File: src/rtl/oneshot_counter_pkg.sv
package oneshot_counter_pkg;

  // Strobes from the control section to the datapath.
  typedef struct packed {
    logic reload;  // load the restart value for the current direction
    logic step;    // advance (or wrap) the count this clock
  } ctrlStrobe_t;

  typedef enum logic [1:0] {
    RUN_FREE  = 2'd0,
    RUN_ARMED = 2'd1,
    HALTED    = 2'd2
  } runState_t;

endpackage

File: src/rtl/oneshot_counter_dp.sv
module oneshot_counter_dp
  import oneshot_counter_pkg::*;
#(
  parameter int CNT_W = 8
) (
  input  logic             clk,
  input  logic             rstN,
  input  ctrlStrobe_t      strobe,
  input  logic             dirDown,
  input  logic [CNT_W-1:0] topVal,
  input  logic [CNT_W-1:0] cmpVal,
  input  logic             stopped,
  output logic [CNT_W-1:0] count,
  output logic             atWrap,
  output logic             waveOut
);

  localparam logic [CNT_W-1:0] ZERO = '0;
  localparam logic [CNT_W-1:0] ONE  = {{(CNT_W-1){1'b0}}, 1'b1};

  logic [CNT_W-1:0] countQ;
  logic [CNT_W-1:0] countD;
  logic [CNT_W-1:0] restartVal;
  logic [CNT_W-1:0] wrapVal;
  logic [CNT_W-1:0] stepVal;

  // The wrap boundary, the reload value and the wrapped value all depend on the direction.
  assign atWrap     = dirDown ? (countQ == ZERO) : (countQ == topVal);
  assign restartVal = dirDown ? topVal : ZERO;
  assign wrapVal    = restartVal;
  assign stepVal    = dirDown ? (countQ - ONE) : (countQ + ONE);

  always_comb begin
    countD = countQ;
    if (strobe.reload) begin
      countD = restartVal;
    end else if (strobe.step) begin
      countD = atWrap ? wrapVal : stepVal;
    end
  end

  always_ff @(posedge clk or negedge rstN) begin
    if (!rstN) countQ <= ZERO;
    else       countQ <= countD;
  end

  assign count   = countQ;
  assign waveOut = !stopped && (countQ < cmpVal);

  // A reload wins over a step.
  p_reload_dir_r8: assert property (@(posedge clk) disable iff (!rstN)
    strobe.reload |=> (countQ == $past(restartVal)));

endmodule

File: src/rtl/oneshot_counter_ctrl.sv
module oneshot_counter_ctrl
  import oneshot_counter_pkg::*;
(
  input  logic        clk,
  input  logic        rstN,
  input  logic        countEn,
  input  logic        atWrap,
  input  logic        oneShotSet,
  input  logic        oneShotClr,
  input  logic        retrigCmd,
  input  logic        retrigEvt,
  input  logic        startEvt,
  input  logic        wrapFlagClr,
  output ctrlStrobe_t strobe,
  output logic        stopped,
  output logic        wrapFlag,
  output logic        oneShotOn,
  output runState_t   runState
);

  logic armedQ;
  logic stoppedQ;
  logic flagQ;
  logic anyRestart;
  logic wrapStep;

  assign anyRestart    = retrigCmd | retrigEvt | startEvt;
  assign strobe.reload = anyRestart;
  assign strobe.step   = countEn && !stoppedQ && !anyRestart;
  assign wrapStep      = strobe.step && atWrap;

  always_ff @(posedge clk or negedge rstN) begin
    if (!rstN) begin
      armedQ <= 1'b0;
    end else if (oneShotClr) begin
      armedQ <= 1'b0;  // the clear strobe wins
    end else if (oneShotSet) begin
      armedQ <= 1'b1;
    end
  end

  always_ff @(posedge clk or negedge rstN) begin
    if (!rstN) begin
      stoppedQ <= 1'b0;
    end else if (anyRestart) begin
      stoppedQ <= 1'b0;
    end else if (wrapStep && armedQ) begin
      stoppedQ <= 1'b1;
    end
  end

  always_ff @(posedge clk or negedge rstN) begin
    if (!rstN) begin
      flagQ <= 1'b0;
    end else if (wrapStep) begin
      flagQ <= 1'b1;  // setting wins over clearing
    end else if (wrapFlagClr) begin
      flagQ <= 1'b0;
    end
  end

  assign stopped   = stoppedQ;
  assign wrapFlag  = flagQ;
  assign oneShotOn = armedQ;

  always_comb begin
    if (stoppedQ)    runState = HALTED;
    else if (armedQ) runState = RUN_ARMED;
    else             runState = RUN_FREE;
  end

  p_clr_wins_r7: assert property (@(posedge clk) disable iff (!rstN)
    oneShotClr |=> !oneShotOn);

  p_set_arms_r7: assert property (@(posedge clk) disable iff (!rstN)
    (oneShotSet && !oneShotClr) |=> oneShotOn);

  p_restart_clears_r8: assert property (@(posedge clk) disable iff (!rstN)
    anyRestart |=> !stopped);

  p_free_no_stop_r2: assert property (@(posedge clk) disable iff (!rstN)
    (!oneShotOn && !stopped) |=> !stopped);

  p_flag_set_r4: assert property (@(posedge clk) disable iff (!rstN)
    (strobe.step && atWrap) |=> wrapFlag);

endmodule

File: src/rtl/oneshot_counter.sv
module oneshot_counter
  import oneshot_counter_pkg::*;
#(
  parameter int CNT_W = 8
) (
  input  logic             clk,
  input  logic             rstN,
  input  logic             countEn,
  input  logic             dirDown,
  input  logic [CNT_W-1:0] topVal,
  input  logic [CNT_W-1:0] cmpVal,
  input  logic             oneShotSet,
  input  logic             oneShotClr,
  input  logic             retrigCmd,
  input  logic             retrigEvt,
  input  logic             startEvt,
  input  logic             wrapFlagClr,
  output logic [CNT_W-1:0] count,
  output logic             stopped,
  output logic             wrapFlag,
  output logic             waveOut
);

  ctrlStrobe_t strobe;
  logic        atWrap;
  logic        oneShotOn;
  runState_t   runState;

  oneshot_counter_ctrl ctrl_i (
    .clk        (clk),
    .rstN       (rstN),
    .countEn    (countEn),
    .atWrap     (atWrap),
    .oneShotSet (oneShotSet),
    .oneShotClr (oneShotClr),
    .retrigCmd  (retrigCmd),
    .retrigEvt  (retrigEvt),
    .startEvt   (startEvt),
    .wrapFlagClr(wrapFlagClr),
    .strobe     (strobe),
    .stopped    (stopped),
    .wrapFlag   (wrapFlag),
    .oneShotOn  (oneShotOn),
    .runState   (runState)
  );

  oneshot_counter_dp #(.CNT_W(CNT_W)) dp_i (
    .clk    (clk),
    .rstN   (rstN),
    .strobe (strobe),
    .dirDown(dirDown),
    .topVal (topVal),
    .cmpVal (cmpVal),
    .stopped(stopped),
    .count  (count),
    .atWrap (atWrap),
    .waveOut(waveOut)
  );

  p_wave_low_r6: assert property (@(posedge clk) disable iff (!rstN)
    stopped |-> !waveOut);

  p_stop_hold_r5: assert property (@(posedge clk) disable iff (!rstN)
    (stopped && !strobe.reload) |=> $stable(count));

  p_armed_stop_r5: assert property (@(posedge clk) disable iff (!rstN)
    (runState == RUN_ARMED && strobe.step && atWrap) |=> stopped);

  p_idle_hold_r10: assert property (@(posedge clk) disable iff (!rstN)
    (!countEn && !strobe.reload) |=> $stable(count));

endmodule

File: config.mk
export PLATFORM = sky130hd
export DESIGN_NAME = oneshot_counter
export DESIGN_NICKNAME = d
export VERILOG_FILES = /design/src/rtl/oneshot_counter_pkg.sv /design/src/rtl/oneshot_counter_dp.sv /design/src/rtl/oneshot_counter_ctrl.sv /design/src/rtl/oneshot_counter.sv
export SDC_FILE = /design/constraint.sdc
export NUM_CORES = 1
export LEC_CHECK = 0
export ABC_CLOCK_PERIOD_IN_PS = 3360
export BUFFER_PORTS_ARGS = -buffer_cell sky130_fd_sc_hd__buf_2
export CORE_MARGIN = 8
export CORE_UTILIZATION = 30
export DETAILED_ROUTE_END_ITERATION = 8
export PLACE_DENSITY = 0.58
export SYNTH_ARGS = -nofsm -noshare
export SYNTH_HDL_FRONTEND = slang
export SYNTH_SLANG_ARGS = --single-unit
File: constraint.sdc
create_clock -name clk -period 3.36 [get_ports clk]
set_clock_uncertainty 0.2 [all_clocks]
set_input_delay 0.336 -clock clk [delete_from_list [all_inputs] [get_ports clk]]
set_output_delay 0.336 -clock clk [all_outputs]
set_load 0.05 [all_outputs]
== Word-level counts from Yosys, hierarchy flattened ==
Cells that the tools add are included.
Word-level totals
  flip-flop bits (word level): 11
  bits in latches: 0
  RAM bits: 0
  memory bits (read-only): 0
  input port bits: 26
  output and inout port bits: 11
  logic and storage cells: 34
  memories: 0
Operators by class
  add/sub/neg operators: 2
  multiply operators: 0
  div/mod/pow operators: 0
  $lt $le $gt $ge: 1
  equality and inequality tests: 1
  shifts and indexed selects: 0
  mux-type cells: 12
  bitwise logic cells: 2
  reductions and logical operators: 12
Operator list (count)
  $mux W8: 5
  $add A8 B1 Y8 const B: 1
  $eq A8 B8 Y1: 1
  $logic_not A8 Y1: 1
  $lt A8 B8 Y1: 1
  $reduce_bool A2 Y1: 4
  $sub A8 B1 Y8 const B: 1
  $mux W1: 7
  $logic_and A1 B1 Y1: 5
  $logic_not A1 Y1: 2
  $or A1 B1 Y1: 2

== Depth between registers and ports, before layout ==
  depth in word-level cells: 8
  mapped depth: 8
  gate-level depth less buffers: 8

== Modules after synthesis ==
A second synthesis with hierarchy kept.
Unflattened totals
  cell total of the unflattened synthesis: 134
  area total of the unflattened synthesis: 1146.1 um2
By module, submodules not included
  oneshot_counter_dp: instances 1, cells each 119, area an instance 989.7 um2, sequential area each 200.2 um2
  oneshot_counter_ctrl: instances 1, cells each 15, area an instance 156.4 um2, sequential area each 75.1 um2

== Worst setup path before layout ==
OpenSTA, ideal clock, no wires.
  kind: register -> output
  start: register dp_i.countQ[4], in the netlist dp_i.count[4]
  end: output port waveOut
  arrival time: 2584 ps
  data required time: 2824 ps
  setup slack: 240 ps
  cell stages (with the launch flop): 7
  path buffers: 0
  cells stage by stage: dfrtp_1 > ha_1 > o21a_1 > o21a_1 > o21ai_0 > a21oi_1 > nor3_1
On the way
  cells in the longest elaborated chain, start to end: 2
Ends and longest elaborated chain
  start: declaration: RTL line oneshot_counter_dp.sv:21  | logic [CNT_W-1:0] countQ;
  start signal: assignment: RTL line oneshot_counter_dp.sv:44  | else countQ <= countD;
  $lt A8 B8 Y1: RTL line oneshot_counter_dp.sv:48  | assign waveOut = !stopped && (countQ < cmpVal);
  $logic_and A1 B1 Y1: RTL line oneshot_counter_dp.sv:48
  end: declaration: RTL line oneshot_counter.sv:21  | output logic waveOut
Every way passes these cells.

== Final worst setup path ==
  start: register dp_i.countQ[5], in the netlist dp_i.count[5]
  end: output port waveOut
The elaborated chain is that of the path after synthesis.

==> results.txt <==
CP peak stage delay: 0.49 ns
TritonCTS clock tree: built
number of antenna-violating nets in the routed design: 0
Power Density: 338.3 nW/um^2
Mapped Cells: 118
post-synthesis async set-or-reset flop share: 100.0%
CTS H-Tree Depth: 1
clock buffer count from CTS: 3
Hold WC Path Type: in2reg
total track usage: 11.02%
post-synthesis simple-gate area fraction: 13.75%
worst path required time: 2.82 ns
Synth cell types: 30
routed wire length: 2977 um
CP arrival: 2.04 ns
part of the cycle the worst path needs: 76.70%
CP max-delay cell: dfrtp_1
CP Class: reg2out
share of layout cells above drive strength 1: 24.68%
Sw Ratio: 40.83%
clock power share: 23.1%
flops & latches, synth: 11
CTS max path bufs: 2
worst path bufs/invs: 1
synthesized area: 1010 um^2
Non-Filler Instances: 204
register area share after synthesis: 27.26%
diode count: 0
Static Leak: 0.6498 nW
Die Area: 5478 um^2
family with the most delay on the worst path: compound AO/OA/AOI/OAI gates
switching pwr: 177.5 uW
Die Span Y: 74.02 um
outcome: completed
CTS Root Cell: clkbuf_4
unrepaired setup endpoints after global routing: false
Routed WL per cell: 14.59 um
max_slew headroom: 72.80%
xor and xnor area share after synthesis: 12.14%
Critical Path, Cell by Cell: ha_1 -> a2111oi_0 -> a21oi_1 -> nor3_1 -> buf_2
boundary pin count: 37
Iter 0 DRT Violations: 81
Row Count: 21
worst IR drop on VDD: 0.09398 mV
dpl cells: 198
vias per inst: 5.044
setup bufs post-CTS: 0
port bufs: 36
vias in the first global route: 1,032
drt pass-1 iters: 5
detailed-placement wirelength estimate: 2367 um
Synth Area in Adders: 18.09%
TNS Setup: 0 ns
Primary FF master, synth: dfrtp_1
area delta synth->final: 27.26%
Max FO, Critical Path: 6
routed vias: 1,029
Filler cells: 339
startpoint types: flop
Initial Utilization: 30.74%
fmax: 388.0 MHz
# DRC: 0
Slew @ Worst Pin: 0.3978 ns
mux share of post-synthesis cell area: 0%
syn avg cell area: 8.557 um^2
grt total ovfl: 0
Final GP Congestion: 0.8407
Worst-path clk slew: 0.08 ns
final count of hold timing violations: 0
Core Area: 3284 um^2
first-pass GRT wire length: 4692 um
Post-synth EDFFs: 0
crit path capture type: output pin
Setup-failing EPs final: 0
Final min period: 2.577 ns
Synth Area in Compound Gates: 23.79%
Synth warnings: 0
Clk Latency, worst-skew pair: 0.28 ns
area of the multi-input gates: 684.4 um^2
max_cap viols: 0
FF+latch area: 275.3 um^2
largest family of logic cells by synthesized area: compound AO/OA/AOI/OAI gates
Comb pwr share: 40.1%
clock sinks: 11
P_int: 257.2 uW
Seq pwr share: 36.8%
final slew viol count: 0
Final nets: 199
largest net degree at the start of global routing: 13
initial antenna violation count: 0
Die X: 74.02 um
syn_nets: 158
repair_timing:
action	in CTS	in global routing
endpoints found under the hold margin	12	0
endpoints found under the setup margin	0	0
gates resized for setup	0	0
hold buffers	2	0
synthesized netlist by cell type, types with 2 or more instances:
| library cell | instances | area [um^2] |
|---|---|---|
| and2_1 | 2 | 12.51 |
| nand4_1 | 2 | 12.51 |
| nor3_1 | 4 | 20.02 |
| xnor2_1 | 4 | 35.03 |
| a21oi_1 | 5 | 25.02 |
| o21ai_0 | 13 | 65.06 |
| o21a_1 | 4 | 30.03 |
| inv_1 | 11 | 41.29 |
| nand2_1 | 4 | 15.01 |
| dfrtp_1 | 11 | 275.3 |
| a22oi_1 | 7 | 52.55 |
| ha_1 | 13 | 162.7 |
| nor2_1 | 8 | 30.03 |
| nor4_1 | 2 | 12.51 |
| xor2_1 | 10 | 87.58 |
| a31oi_1 | 2 | 12.51 |
| nor2b_1 | 3 | 18.77 |
cells in the final DEF, fill, tap and decap left out:
cell           instances
buf_2                 36
o21ai_0               13
ha_1                  13
inv_1                 11
dfrtp_1               11
xor2_1                10
nor2_1                 8
a22oi_1                7
a21oi_1                5
o21a_1                 4
nor3_1                 4
xnor2_1                4
nand2_1                4
nor2b_1                3
clkbuf_4               3
nor4_1                 2
nand4_1                2
and2_1                 2
a31oi_1                2
dlygate4sd3_1          2
a2111oi_0              1
a21boi_0               1
or3_1                  1
nand2b_1               1
nand3_1                1
a311o_1                1
a21o_1                 1
a32oi_1                1
o21ai_1                1
o21bai_1               1
fa_1                   1
clkbuf_1               1
power by group through the flow:
stage | combinational, mW | clock [mW] | sequential, mW
after floorplan | 0.0938 | 0 | 0.186
after global placement | 0.169 | 0 | 0.161
after detailed placement | 0.172 | 0 | 0.162
after CTS | 0.175 | 0.0985 | 0.159
after global routing | 0.195 | 0.107 | 0.162
final | 0.174 | 0.100 | 0.160
registers in the layout (all words and copies together), names as in the netlist:
register,flops
dp_i.count,8
ctrl_i.wrapFlag,1
ctrl_i.stopped,1
ctrl_i.oneShotOn,1
area by class of cell:
type | count | area share (%)
clock buffer | 4 | 2.045
inverter | 11 | 3.213
multi-input combinational | 94 | 53.26
sequential | 11 | 21.42
tap | 46 | 4.479
timing repair buffer | 38 | 15.58
logic make-up (layout without fill, tap and decap cells):
logic type,Yosys count,after routing
AOI/OAI and AO/OA,38,38
xor gates and xnor gates,14,14
adders and majority gates,14,14
buffers and inverters,13,53
DFF,11,11
and+or+nand+nor,28,28
per-stage QoR:
stage	utilization, %	setup WS, ns	area (um^2)	hold slack, ns	power, mW
after floorplan	-	0.2400	1010	-0.1596	0.2797
after global placement	37.71	1.094	1239	0.02538	0.3300
after detailed placement	37.71	1.074	1239	0.03395	0.3346
after CTS	39.12	0.7601	1285	0.05386	0.4331
after global routing	39.12	0.6414	1285	0.04405	0.4643
final	39.12	0.7829	1285	0.05007	0.4347
per-layer routing:
metal  track usage (%)  share of wire, %
met1             13.50                44
met2             18.55                48
met3             1.348               6.2
met4             5.322               1.5
met5                 0                 0
worst paths after layout:
path,slack [ns],to,cells past startpoint,startpoint
worst min-delay path,0.05,ctrl_i.wrapFlag$_DFFE_PN0P_,2,wrapFlagClr
worst max register to register,1.20,dp_i.count[7]$_DFFE_PN0P_,7,dp_i.count[3]$_DFFE_PN0P_
worst min register to register,0.34,ctrl_i.wrapFlag$_DFFE_PN0P_,2,ctrl_i.wrapFlag$_DFFE_PN0P_
worst max-delay path,0.78,waveOut,5,dp_i.count[5]$_DFFE_PN0P_
max in group asynchronous,2.48,ctrl_i.oneShotOn$_DFFE_PN0P_,2,rstN
min in group asynchronous,0.26,dp_i.count[1]$_DFFE_PN0P_,2,rstN
Power figures use the tool's default switching activity.
